$ cat config.mk
export PLATFORM = sky130hd
export DESIGN_NAME = pisu_chain_ser
export DESIGN_NICKNAME = d
export VERILOG_FILES = /design/src/rtl/pisu_pkg.sv /design/src/rtl/pisu_ctrl.sv /design/src/rtl/pisu_cell.sv /design/src/rtl/pisu_tap.sv /design/src/rtl/pisu_chain_ser.sv
export SDC_FILE = /design/constraint.sdc
export NUM_CORES = 1
export LEC_CHECK = 0
export CAP_MARGIN = 15
export CORE_AREA = 8 8 45 47
export CTS_CLUSTER_SIZE = 10
export DETAILED_ROUTE_END_ITERATION = 8
export DIE_AREA = 0 0 53 55
export DONT_BUFFER_PORTS = 1
export SETUP_SLACK_MARGIN = 0.02
export SYNTH_ARGS = -nofsm -noshare
export SYNTH_HDL_FRONTEND = slang
export SYNTH_SLANG_ARGS = --single-unit
export TNS_END_PERCENT = 50
$ cat constraint.sdc
create_clock -name clk -period 0.8 [get_ports clk]
set_clock_uncertainty 0.1 [all_clocks]
set_input_delay 0.08 -clock clk [delete_from_list [all_inputs] [get_ports clk]]
set_output_delay 0.08 -clock clk [all_outputs]
set_load 0.02 [all_outputs]
$ cat src/rtl/pisu_pkg.sv
package pisu_pkg;
  typedef enum logic [1:0] {
    OP_HOLD  = 2'd0,
    OP_SHIFT = 2'd1,
    OP_LOAD  = 2'd2
  } pisu_op_e;
endpackage

$ cat src/rtl/pisu_ctrl.sv
module pisu_ctrl
  import pisu_pkg::*;
(
  input  logic     ld_n,
  input  logic     ce_n,
  output pisu_op_e op
);
  // Load has priority over the shift enable
  always_comb begin
    if (!ld_n)      op = OP_LOAD;
    else if (!ce_n) op = OP_SHIFT;
    else            op = OP_HOLD;
  end
endmodule

$ cat src/rtl/pisu_cell.sv
module pisu_cell
  import pisu_pkg::*;
(
  input  logic     clk,
  input  logic     rst_n,
  input  pisu_op_e op,
  input  logic     par_d,
  input  logic     chain_d,
  output logic     q
);
  always_ff @(posedge clk or negedge rst_n) begin
    if (!rst_n) begin
      q <= 1'b0;
    end else begin
      unique case (op)
        OP_LOAD:  q <= par_d;
        OP_SHIFT: q <= chain_d;
        default:  q <= q;
      endcase
    end
  end
endmodule

$ cat src/rtl/pisu_tap.sv
module pisu_tap
  import pisu_pkg::*;
(
  input  pisu_op_e op,
  input  logic     par_top,
  input  logic     reg_top,
  output logic     sout
);
  // Combinational bypass during load so the first bit is ready at once
  always_comb sout = (op == OP_LOAD) ? par_top : reg_top;
endmodule

$ cat src/rtl/pisu_chain_ser.sv
module pisu_chain_ser
  import pisu_pkg::*;
#(
  parameter int WIDTH = 8
) (
  input  logic             clk,
  input  logic             rst_n,
  input  logic             ld_n,
  input  logic             ce_n,
  input  logic             sin,
  input  logic [WIDTH-1:0] par_in,
  output logic             sout
);
  localparam int TOP = WIDTH - 1;

  pisu_op_e         op;
  logic [WIDTH-1:0] q;

  pisu_ctrl u_ctrl (
    .ld_n (ld_n),
    .ce_n (ce_n),
    .op   (op)
  );

  for (genvar i = 0; i < WIDTH; i++) begin : g_bit
    logic chain_d;
    if (i == 0) begin : g_head
      assign chain_d = sin;
    end else begin : g_body
      assign chain_d = q[i-1];
    end
    pisu_cell u_cell (
      .clk     (clk),
      .rst_n   (rst_n),
      .op      (op),
      .par_d   (par_in[i]),
      .chain_d (chain_d),
      .q       (q[i])
    );
  end

  pisu_tap u_tap (
    .op      (op),
    .par_top (par_in[TOP]),
    .reg_top (q[TOP]),
    .sout    (sout)
  );

  // Load captures the whole word
  assert_load_capture_R2: assert property (@(posedge clk) disable iff (!rst_n)
    !ld_n |=> q == $past(par_in));

  // Output follows the top parallel input during load
  assert_load_bypass_R3: assert property (@(posedge clk) disable iff (!rst_n)
    !ld_n |-> sout == par_in[TOP]);

  // Output reflects the top register bit outside load
  assert_tap_top_R4: assert property (@(posedge clk) disable iff (!rst_n)
    ld_n |-> sout == q[TOP]);

  // Enabled shift moves the word up and takes in the chain bit
  assert_shift_step_R4: assert property (@(posedge clk) disable iff (!rst_n)
    (ld_n && !ce_n) |=> q == WIDTH'({$past(q), $past(sin)}));

  // Disabled clock leaves the register alone
  assert_hold_stable_R5: assert property (@(posedge clk) disable iff (!rst_n)
    (ld_n && ce_n) |=> $stable(q));

  // Load wins over an active enable
  assert_load_priority_R6: assert property (@(posedge clk) disable iff (!rst_n)
    (!ld_n && !ce_n) |=> q == $past(par_in));
endmodule

; After elaboration in Yosys (flattened, before gate mapping)
; Index checks and enable logic that the tools add are counted.
[totals]
out_inout_bits = 1
in_bits = 13
reg_bits = 8
[op_classes]
reduce_logical = 1
eq_ne = 2
mux = 11
[op_table]
columns = op, count
row1 = $pmux 1 s2, 8
row2 = $eq 2x1->1 const B, 1
row3 = $eq 2x2->1 const B, 1
row4 = $mux 1, 2
row5 = $mux 2, 1
row6 = $reduce_bool 2->1, 1

; Logic depth before layout (Yosys ltp)
; Gate-level depths: netlist (run 1).
[depth]
ltp_word = 4
depth_mapped = 4
depth_no_buf = 2

; By module
; Synthesis (run 1) repeated with hierarchy kept, for this count alone.
[hier_totals]
cells_unflattened = 52
area_unflattened_um2 = 526.8
[modules_own_cells]
columns = module, n_inst, cells_per_inst, area_each_um2, seq_area_each_um2
row1 = pisu_cell, 8, 6, 60.1, 25.0
row2 = pisu_tap, 1, 2, 28.8, 0.0
row3 = pisu_ctrl, 1, 2, 17.5, 0.0

; Worst setup path after synthesis (run 1)
; Ideal clock, no wire load.
[synth_path]
path_type = register to output
start = register g_bit[7].u_cell.q
end = output port sout
setup_slack_ns = -0.020
t_arrival_ns = 0.640
required_ns = 0.620
path_stages_with_launch = 2
path_cell_list = dfrtp_1 -> mux2_4
[synth_via]
elab_chain_cells = 1
[synth_rtl]
columns = element, line_no
row1 = "start, declared", pisu_cell.sv:9  ; output logic q
row2 = "start signal, assigned", pisu_cell.sv:16  ; OP_LOAD: q <= par_d;
row3 = "start signal, assigned", pisu_cell.sv:17  ; OP_SHIFT: q <= chain_d;
row4 = "start signal, assigned", pisu_cell.sv:18  ; default: q <= q;
row5 = $mux 1, pisu_tap.sv:10  ; always_comb sout = (op == OP_LOAD) ? par_top : reg_top;
row6 = "end, declared", pisu_chain_ser.sv:12  ; output logic sout
; Every way passes these cells.

; Worst setup path after layout (run 1)
; Same ends and word-level chain as after synthesis.

==> run_results.csv, run 1 <==
group,metric,value,unit
synthesis,netlist.area_leader.share,0.506,
drt,wl,766,µm
power,pwr-share-clk,0.348,
floorplanning,io_pins,14,
clocking,insertion_delay,0.25,ns
power,power_frac_seq,0.538,
timing,rsz0062_at_grt,"true",
floorplanning,fp.coreArea,1380,µm²
timing,worstMarginPinSlew,0.368,ns
synthesis,synth_fp_nets,49,
cells_and_area,antenna_cells,0,
place,place.gp.congestion,0.694,
grt,grt_pass1_vias,268,
place,place_area,385,µm²
setup_path,r2r-start,"g_bit[4].u_cell.q",
clocking,cts_buffer_depth,2,
cells_and_area,nFillCells,148,
timing,min_period,1.10,ns
power,p_sw_frac,0.226,
grt,grt_pass1_wl,1150,µm
floorplanning,row_count,14,
cells_and_area,fin_area,418,µm²
clocking,cts_sinks,8,
place,dp_slack,-0.0297,ns
timing,finalCritPeriodShare,1.37,
setup_path,crit_type,"flip-flop to output pin",
synthesis,synth.avg_cell_area,11.0,µm²
power,p_total,870,µW
setup_path,ff2ff_setup_slack,-0.02,ns
clocking,clk_pin_slew,0.06,ns
grt,grt_usage,0.0578,
drt,drcViolationCount,0,
timing,slew_headroom,0.754,
clocking,root_buffer,"clkbuf_4",
timing,setup_viol_count_final,4,
grt,grt_max_degree,18,
setup_path,path_buf_inv,0,
synthesis,synth_edf_count,0,
floorplanning,start_util,0.286,
cells_and_area,multi_input_area,165,µm²
grt,antenna_found_initial,0,
synthesis,ys_seq_elements,8,
setup_path,crit_path_end_kind,"output pin",
synthesis,synth-main-ff-cell,"dfrtp_1",
drt,routedWlPerCell,14.5,µm
timing,drv_slew,0,
setup_path,crit_slowest_cell,"dfrtp_1",
timing,whs,-0.195,ns
synthesis,syn-instance-count,36,
setup_path,timing.rr.end,"g_bit[4].u_cell.q",
cells_and_area,finalCoreUtilization,0.302,
cells_and_area,top_register,"g_bit.u_cell.q",
setup_path,cp.depth,1,
setup_path,cp_max_fo,2,
setup_path,max_stage_delay,0.37,ns
synthesis,netlist.top_cell.by_area,"dfrtp_1",
clocking,holdBufCountCts,1,
run_status,status,"complete, but fails checks",
timing,tns,-0.327,ns
synthesis,synthTopCellsByCount,"8 x a21oi_1, 8 x dfrtp_1, 8 x mux2i_1, 8 x nor2_1, 2 x buf_6",
min_path,hp-class,"primary input to flip-flop",
timing,max_freq,912,MHz
power,switchingPower,196,µW
timing,setup_ws,-0.297,ns
synthesis,yosys_warnings,0,
place,dpl.cell_count,49,
setup_path,rr_worst_depth,2,
floorplanning,die_area,2920,µm²
synthesis,ys_types,7,
cells_and_area,fin_nets,52,
synthesis,yosys-top-cells-area,"dfrtp_1 51%, mux2i_1 20%, a21oi_1 10%",
run_status,violations,"negative hold slack, negative setup slack",
setup_path,path_delay_family,"flip-flops",
cells_and_area,drive_gt1_frac,0.108,
power,power.internal,674,µW
setup_path,cp.required,0.62,ns
power,p_per_area,2080,nW/µm²
power,pwr-share-comb,0.114,
clocking,cts_made_buffers,3,
floorplanning,die_w,53,µm
min_path,min_to,"g_bit[6].u_cell.q",
synthesis,synth-seq-area-share,0.506,
timing,hold_viol_final,8,
cells_and_area,area_growth,5.70,%
setup_path,path_cells,"mux2_4",
clocking,htree_levels,1,
cells_and_area,seq_area,200,µm²
drt,drtAntennaViolNets,0,
floorplanning,fp.dieH,55,µm
drt,firstDrtPassIters,4,
drt,initialDrtViolationCount,2,
place,port_buffers,0,
cells_and_area,final_cells,53,
drt,vias_per_cell,4.66,
cells_and_area,largest_reg_flops,8,
power,peakVddDrop,537,µV
clocking,cts_tree,"yes",
power,p_leak,0.190,nW
cells_and_area,largestRegisters,"g_bit.u_cell.q: 8 flops",
run,max-cap-violations,0,
setup_path,crit_arrival,0.92,ns
min_path,hp-start,"ld_n",
synthesis,async_flop_share,1.00,
drt,num_vias,247,
grt,grt.overflow.total,0,
synthesis,synth_area,395,µm²
min_path,hold_depth,1,
setup_path,start_kind,"flip-flop",
## logic make-up (layout without fill, tap and decap cells)
kind of cell / after synthesis / in the layout / share of synthesized area
compound gates: 8 / 8 / 0.101
mux: 9 / 9 / 0.241
simple gates: 8 / 8 / 0.0760
buf+inv: 3 / 4 / 0.0760
flops: 8 / 8 / 0.506
## final cells by class
type	count	area share
clock buffer	3	0.0539
tap	16	0.0479
timing repair buffer	1	0.0240
sequential	8	0.479
multi-input combinational	25	0.395
## worst max-delay path by stage
stage | startpoint | end | slack (ns)
5_1_grt | g_bit[7].u_cell.q | sout | -0.33
4_1_cts | g_bit[7].u_cell.q | sout | -0.31
2_1_floorplan | g_bit[7].u_cell.q | sout | -0.02
3_5_place_dp | g_bit[7].u_cell.q | sout | -0.03
3_3_place_gp | g_bit[7].u_cell.q | sout | -0.03
6_report | g_bit[7].u_cell.q | sout | -0.30
## placed cells by master, fill, tap and decap left out, drive strengths merged
cell	synthesis	final
a21oi	8	8
clkbuf	0	3
dfrtp	8	8
dlygate4sd3	0	1
mux2	1	1
mux2i	8	8
nor2	8	8
## power by group through the flow
stage | Combinational (mW) | Sequential (mW) | Clock [mW]
6_report | 0.0989 | 0.468 | 0.303
4_1_cts | 0.101 | 0.468 | 0.320
3_3_place_gp | 0.0861 | 0.474 | 0
5_1_grt | 0.111 | 0.474 | 0.332
3_5_place_dp | 0.0900 | 0.476 | 0
2_1_floorplan | 0.110 | 0.469 | 0
## per-layer routing
metal  vias to the layer above  track usage  share of wire
met5                         -            0              0
met3                         0       0.0241           0.13
met2                        10       0.0859           0.50
met1                       111       0.0526           0.37
li1                        126            -              -
met4                         0       0.0776              0
## what timing repair did
action,CTS,global route
endpoints found under the setup margin,9,9
pin swaps,5,2
buffers inserted,0,0
resized for setup,0,0
endpoints found under the hold margin,16,8
Power figures use the tool's default switching activity.
==> inputs of run 2 (changes only) <==
--- a/config.mk
+++ b/config.mk
@@ -14,5 +14,6 @@
 export SETUP_SLACK_MARGIN = 0.02
 export SYNTH_ARGS = -nofsm -noshare
 export SYNTH_HDL_FRONTEND = slang
+export SYNTH_HIERARCHICAL = 1
 export SYNTH_SLANG_ARGS = --single-unit
 export TNS_END_PERCENT = 50
==> run 2 against run 1 <==
The flow still finishes with violations (negative hold slack, negative setup slack). Critical endpoint unchanged. Hold slack better by 0.11 ns. Setup slack worse by 0.015 ns. Clock power is 1% higher. Clock-buffer cell count stayed put. Critical path depth stayed put. Combinational power is 130% higher.
==> run_results.csv, run 2 <==
group,metric,value,unit
cells_and_area,top_register,"g_bit.u_cell/q",
drt,routedWlPerCell,11.9,µm
cells_and_area,largestRegisters,"g_bit.u_cell/q: 8 flops",
drt,firstDrtPassIters,1,
place,port_buffers,0,
setup_path,timing.rr.end,"g_bit[3].u_cell/q",
synthesis,async_flop_share,1.00,
synthesis,synth-main-ff-cell,"dfrtp_1",
floorplanning,die_w,53,µm
synthesis,synth-seq-area-share,0.380,
grt,grt_usage,0.0736,
setup_path,rr_worst_depth,2,
synthesis,synth.avg_cell_area,10.1,µm²
setup_path,ff2ff_setup_slack,-0.01,ns
drt,vias_per_cell,4.71,
timing,hold_viol_final,6,
cells_and_area,area_growth,20.7,%
synthesis,synth_edf_count,0,
clocking,holdBufCountCts,3,
min_path,hold_depth,2,
power,p_per_area,1630,nW/µm²
grt,grt.overflow.total,0,
min_path,hp-start,"par_in[5]",
setup_path,cp.required,0.62,ns
min_path,min_to,"g_bit[5].u_cell/q",
setup_path,crit_arrival,0.93,ns
setup_path,startpoint,"g_bit[7].u_cell/q",
run,max-cap-violations,0,
grt,grt_pass1_wl,1600,µm
synthesis,synth_fp_nets,73,
timing,min_period,1.11,ns
synthesis,ys_types,8,
run_status,violations,"negative hold slack, negative setup slack",
floorplanning,die_area,2920,µm²
floorplanning,fp.coreArea,1380,µm²
synthesis,synth.most_common_cell,"inv_1",
timing,rsz0062_at_grt,"true",
timing,tns,-0.317,ns
synthesis,yosys_warnings,6,
synthesis,netlist.top_cell.by_area,"dfrtp_1",
drt,num_vias,353,
cells_and_area,largest_reg_flops,8,
setup_path,r2r-start,"g_bit[2].u_cell/q",
setup_path,crit_type,"flip-flop to output pin",
setup_path,path_cells,"mux2_4",
synthesis,synth_area,527,µm²
grt,grt_max_degree,10,
cells_and_area,antenna_cells,0,
clocking,cts_sinks,8,
power,p_leak,0.313,nW
place,place_area,547,µm²
cells_and_area,drive_gt1_frac,0.153,
timing,slew_headroom,0.750,
clocking,clk_pin_slew,0.06,ns
timing,worstMarginPinSlew,0.374,ns
floorplanning,io_pins,14,
place,hpwl,707,µm
synthesis,yosys-top-cells-area,"dfrtp_1 38%, ha_1 19%, mux2i_1 15%",
setup_path,max_stage_delay,0.38,ns
grt,antenna_found_initial,0,
floorplanning,row_count,14,
synthesis,ys_seq_elements,8,
min_path,hp-class,"primary input to flip-flop",
clocking,insertion_delay,0.25,ns
cells_and_area,layout_common_cells,"8 x inv_1, 8 x mux2i_1, 8 x nand2_1, 8 x o21ai_1, 8 x dfrtp_1",
timing,max_freq,900,MHz
cells_and_area,fin_area,636,µm²
timing,drv_slew,0,
cells_and_area,fin_nets,82,
power,peakVddDrop,860,µV
place,place.gp.congestion,0.653,
power,p_total,1.04,mW
clocking,cts_tree,"yes",
timing,setup_viol_count_final,2,
clocking,cts_made_buffers,3,
timing,setup_ws,-0.312,ns
setup_path,path_delay_family,"flip-flops",
timing,whs,-0.0836,ns
setup_path,cp_max_fo,2,
clocking,htree_levels,1,
setup_path,crit_path_end_kind,"output pin",
timing,finalCritPeriodShare,1.39,
clocking,root_buffer,"clkbuf_4",
grt,grt_pass1_vias,380,
run_status,status,"complete, but fails checks",
floorplanning,start_util,0.381,
clocking,cts_buffer_depth,2,
drt,wl,889,µm
setup_path,start_kind,"flip-flop",
synthesis,syn-instance-count,52,
drt,drcViolationCount,0,
drt,drtAntennaViolNets,0,
setup_path,crit_slowest_cell,"dfrtp_1",
setup_path,path_buf_inv,0,
floorplanning,fp.dieH,55,µm
synthesis,netlist.area_leader.share,0.380,
drt,initialDrtViolationCount,0,
run 2: cell types whose count changed after synthesis:
cell	previous run	this run
ha_1	0	8
nor2_1	8	0
buf_4	1	0
inv_1	0	9
nand2_1	0	8
o21ai_1	0	8
nor2b_4	0	2
a21oi_1	8	0
buf_6	2	0
run 2: power breakdown:
part	internal, mW	switching, mW
Sequential	0.471	0.0338
Clock	0.172	0.135
Combinational	0.116	0.109
run 2: metal layers:
metal | up-vias | track usage | share of wire
met5 | - | 0 | 0
met4 | 0 | 0.0517 | 0
met3 | 0 | 0.0214 | 0.053
met2 | 4 | 0.117 | 0.54
met1 | 160 | 0.0832 | 0.41
li1 | 189 | - | -
run 2: through the flow:
| step | instances | utilization | hold slack (ns) | setup WS [ns] |
|---|---|---|---|---|
| 5_1_grt | 75 | 0.459 | -0.0804 | -0.345 |
| 2_1_floorplan | 52 | - | -0.316 | -0.168 |
| 3_5_place_dp | 68 | 0.395 | -0.315 | -0.265 |
| 6_report | 75 | 0.459 | -0.0836 | -0.312 |
| 3_3_place_gp | 68 | 0.395 | -0.315 | -0.262 |
| 4_1_cts | 74 | 0.433 | -0.0815 | -0.331 |
run 2: kinds of logic after synthesis:
kind of cell	share of synthesized area
and+or+nand+nor	0.109
buffers and inverters	0.0641
muxes	0.181
AOI/OAI and AO/OA	0.0760
adders and majority gates	0.190
DFF	0.380
run 2: worst max-delay path by stage:
stage | endpoint | slack (ns) | cells past startpoint
final | sout | -0.31 | 1
after global routing | sout | -0.35 | 1
after global placement | g_bit[5].u_cell/q | -0.26 | 4
after detailed placement | g_bit[5].u_cell/q | -0.27 | 4
after CTS | sout | -0.33 | 1
after floorplan | g_bit[0].u_cell/q | -0.17 | 4
run 2: cell type report:
class | instances | area, µm²
fill | 127 | 748
tap | 16 | 20.0
multi-input combinational | 35 | 305
clock buffer | 3 | 22.5
timing repair buffer | 4 | 50.0
inverter | 9 | 37.5
sequential | 8 | 200
run 2: worst reg2reg max path, cell delays in order (launching register included):
cell     delay (ns)
dfrtp_1        0.37
mux2i_1        0.14
o21ai_1        0.08
run 2: timing repair:
action,4_1_cts,5_1_grt
resized for setup,0,3
hold endpoints to repair,16,6
endpoints found under the setup margin,9,9
pin swaps,0,0
buffers inserted,0,1
==> inputs of run 3 (changes only) <==
--- a/config.mk
+++ b/config.mk
@@ -6,10 +6,10 @@
 export NUM_CORES = 1
 export LEC_CHECK = 0
 export CAP_MARGIN = 15
-export CORE_AREA = 8 8 45 47
+export CORE_AREA = 2 2 39 41
 export CTS_CLUSTER_SIZE = 10
 export DETAILED_ROUTE_END_ITERATION = 8
-export DIE_AREA = 0 0 53 55
+export DIE_AREA = 0 0 41 43
 export DONT_BUFFER_PORTS = 1
 export SETUP_SLACK_MARGIN = 0.02
 export SYNTH_ARGS = -nofsm -noshare
==> run 3 against run 2 <==
The run still ends with negative hold slack, negative setup slack left. Utilization is 0.81 points higher. Setup slack better by 0.00051 ns. First-iteration DRC count increased by 3. Sequential power hardly changed. Combinational power barely moved. Clock-buffer cell count unchanged. Cell area grew 1.8%. Clock power increased by 4%. Maximum frequency about the same. Largest cell class unchanged. Via count is 0.28% higher. Critical endpoint unchanged.
==> run_results.csv, run 3 (synthesis gave the netlist of run 2 again) <==
group,metric,value,unit
place,hpwl,599,µm
power,power_frac_seq,0.481,
grt,antenna_found_initial,0,
power,pwr-share-comb,0.216,
setup_path,max_stage_delay,0.37,ns
setup_path,crit_path_end_kind,"output pin",
place,dpl.cell_count,68,
cells_and_area,final_cells,78,
cells_and_area,final_common_cell,"inv_1",
drt,routedWlPerCell,10.2,µm
timing,finalCritPeriodShare,1.39,
grt,grt.met2_usage,0.163,
timing,whs,-0.0866,ns
grt,grt_usage,0.119,
floorplanning,die_w,41,µm
drt,num_vias,354,
clocking,cts_sinks,8,
power,pwr-share-clk,0.303,
timing,setup_viol_count_final,3,
power,switchingPower,286,µW
floorplanning,fp.dieH,43,µm
clocking,root_buffer,"clkbuf_4",
run_status,status,"complete, but fails checks",
timing,min_period,1.11,ns
cells_and_area,drive_gt1_frac,0.129,
clocking,cts_tree,"yes",
drt,vias_per_cell,4.54,
clocking,clk_pin_slew,0.06,ns
timing,tns,-0.332,ns
cells_and_area,antenna_cells,0,
setup_path,crit_arrival,0.93,ns
setup_path,crit_type,"flip-flop to output pin",
timing,drv_slew,0,
floorplanning,die_area,1760,µm²
setup_path,cp_max_fo,2,
cells_and_area,fin_area,647,µm²
timing,rsz0062_at_grt,"true",
drt,firstDrtPassIters,4,
place,place.gp.congestion,0.636,
cells_and_area,nFillCells,137,
power,p_sw_frac,0.272,
power,p_per_area,1620,nW/µm²
floorplanning,io_pins,14,
grt,grt_max_degree,10,
grt,met1_usage,0.166,
clocking,holdBufCountCts,5,
grt,groute.layer.met3.usage,0.0157,
floorplanning,start_util,0.381,
setup_path,ff2ff_setup_slack,-0.02,ns
timing,setup_ws,-0.311,ns
timing,worstMarginPinSlew,0.362,ns
clocking,cts_made_buffers,3,
clocking,insertion_delay,0.25,ns
cells_and_area,area_growth,22.8,%
setup_path,start_kind,"flip-flop",
cells_and_area,fin_nets,85,
timing,hold_viol_final,4,
timing,max_freq,900,MHz
cells_and_area,largestRegisters,"g_bit.u_cell/q: 8 flops",
timing,slew_headroom,0.758,
drt,drtAntennaViolNets,0,
place,port_buffers,0,
setup_path,path_cells,"mux2_4",
floorplanning,row_count,14,
drt,drcViolationCount,0,
grt,grt_pass1_wl,1430,µm
setup_path,cp.required,0.62,ns
setup_path,crit_slowest_cell,"dfrtp_1",
drt,initialDrtViolationCount,3,
cells_and_area,largest_reg_flops,8,
cells_and_area,top_register,"g_bit.u_cell/q",
setup_path,path_buf_inv,0,
run,max-cap-violations,0,
min_path,hp-class,"primary input to flip-flop",
power,p_total,1.05,mW
grt,grt_pass1_vias,376,
clocking,cts_buffer_depth,2,
grt,grt.busiest_layer,"met1",
run_status,violations,"negative hold slack, negative setup slack",
power,p_leak,0.332,nW
place,place_area,547,µm²
power,power.internal,765,µW
drt,wl,798,µm
floorplanning,fp.coreArea,1380,µm²
clocking,htree_levels,1,
setup_path,path_delay_family,"flip-flops",
grt,grt.overflow.total,0,
power,peakVddDrop,726,µV
[run 3: cell types whose count changed in the layout (fill, tap and decap cells not counted), sizes merged]
cell,change
dlygate4sd3,+2
buf,+1
inv,+1
clkinvlp,-1
[run 3: routing by layer]
layer / vias up / part of all wire / wire [µm]
met3: 0 / 0.023 / 18
met4: 0 / 0 / 0
met2: 4 / 0.53 / 422
met5: - / 0 / 0
met1: 156 / 0.45 / 358
li1: 194 / - / -
[run 3: cell type report]
cell class	instances	area, µm²	area share
Multi-Input combinational cell	35	293	0.453
Sequential cell	8	200	0.309
Timing Repair Buffer	7	77.6	0.120
Tap cell	16	20.0	0.0309
Inverter	9	33.8	0.0522
Clock buffer	3	22.5	0.0348
[run 3: repair_timing]
| action | in CTS | in global routing |
|---|---|---|
| endpoints found under the setup margin | 9 | 9 |
| gates resized for setup | 0 | 0 |
| pin swaps | 2 | 1 |
| endpoints found under the hold margin | 16 | 4 |
| setup buffers | 2 | 0 |
[run 3: worst paths after layout]
path                                        start                 to  cells after the start
max in group asynchronous                   rst_n  g_bit[0].u_cell/q                      1
worst min register to register  g_bit[4].u_cell/q  g_bit[4].u_cell/q                      2
worst max register to register  g_bit[0].u_cell/q  g_bit[1].u_cell/q                      2
worst min-delay path                    par_in[2]  g_bit[2].u_cell/q                      2
min in group asynchronous                   rst_n  g_bit[4].u_cell/q                      1
worst max-delay path            g_bit[7].u_cell/q               sout                      1
[run 3: power groups by stage]
stage	combinational, mW	sequential (mW)	clock (mW)
finish	0.227	0.505	0.318
floorplan	0.166	0.503	0
global placement	0.184	0.513	0
global route	0.263	0.513	0.345
detailed placement	0.188	0.512	0
CTS	0.231	0.505	0.328
[run 3: stage by stage]
stage	setup slack (ns)	utilization
floorplan	-0.168	-
CTS	-0.323	0.467
global placement	-0.262	0.395
global route	-0.346	0.467
finish	-0.311	0.467
detailed placement	-0.294	0.395
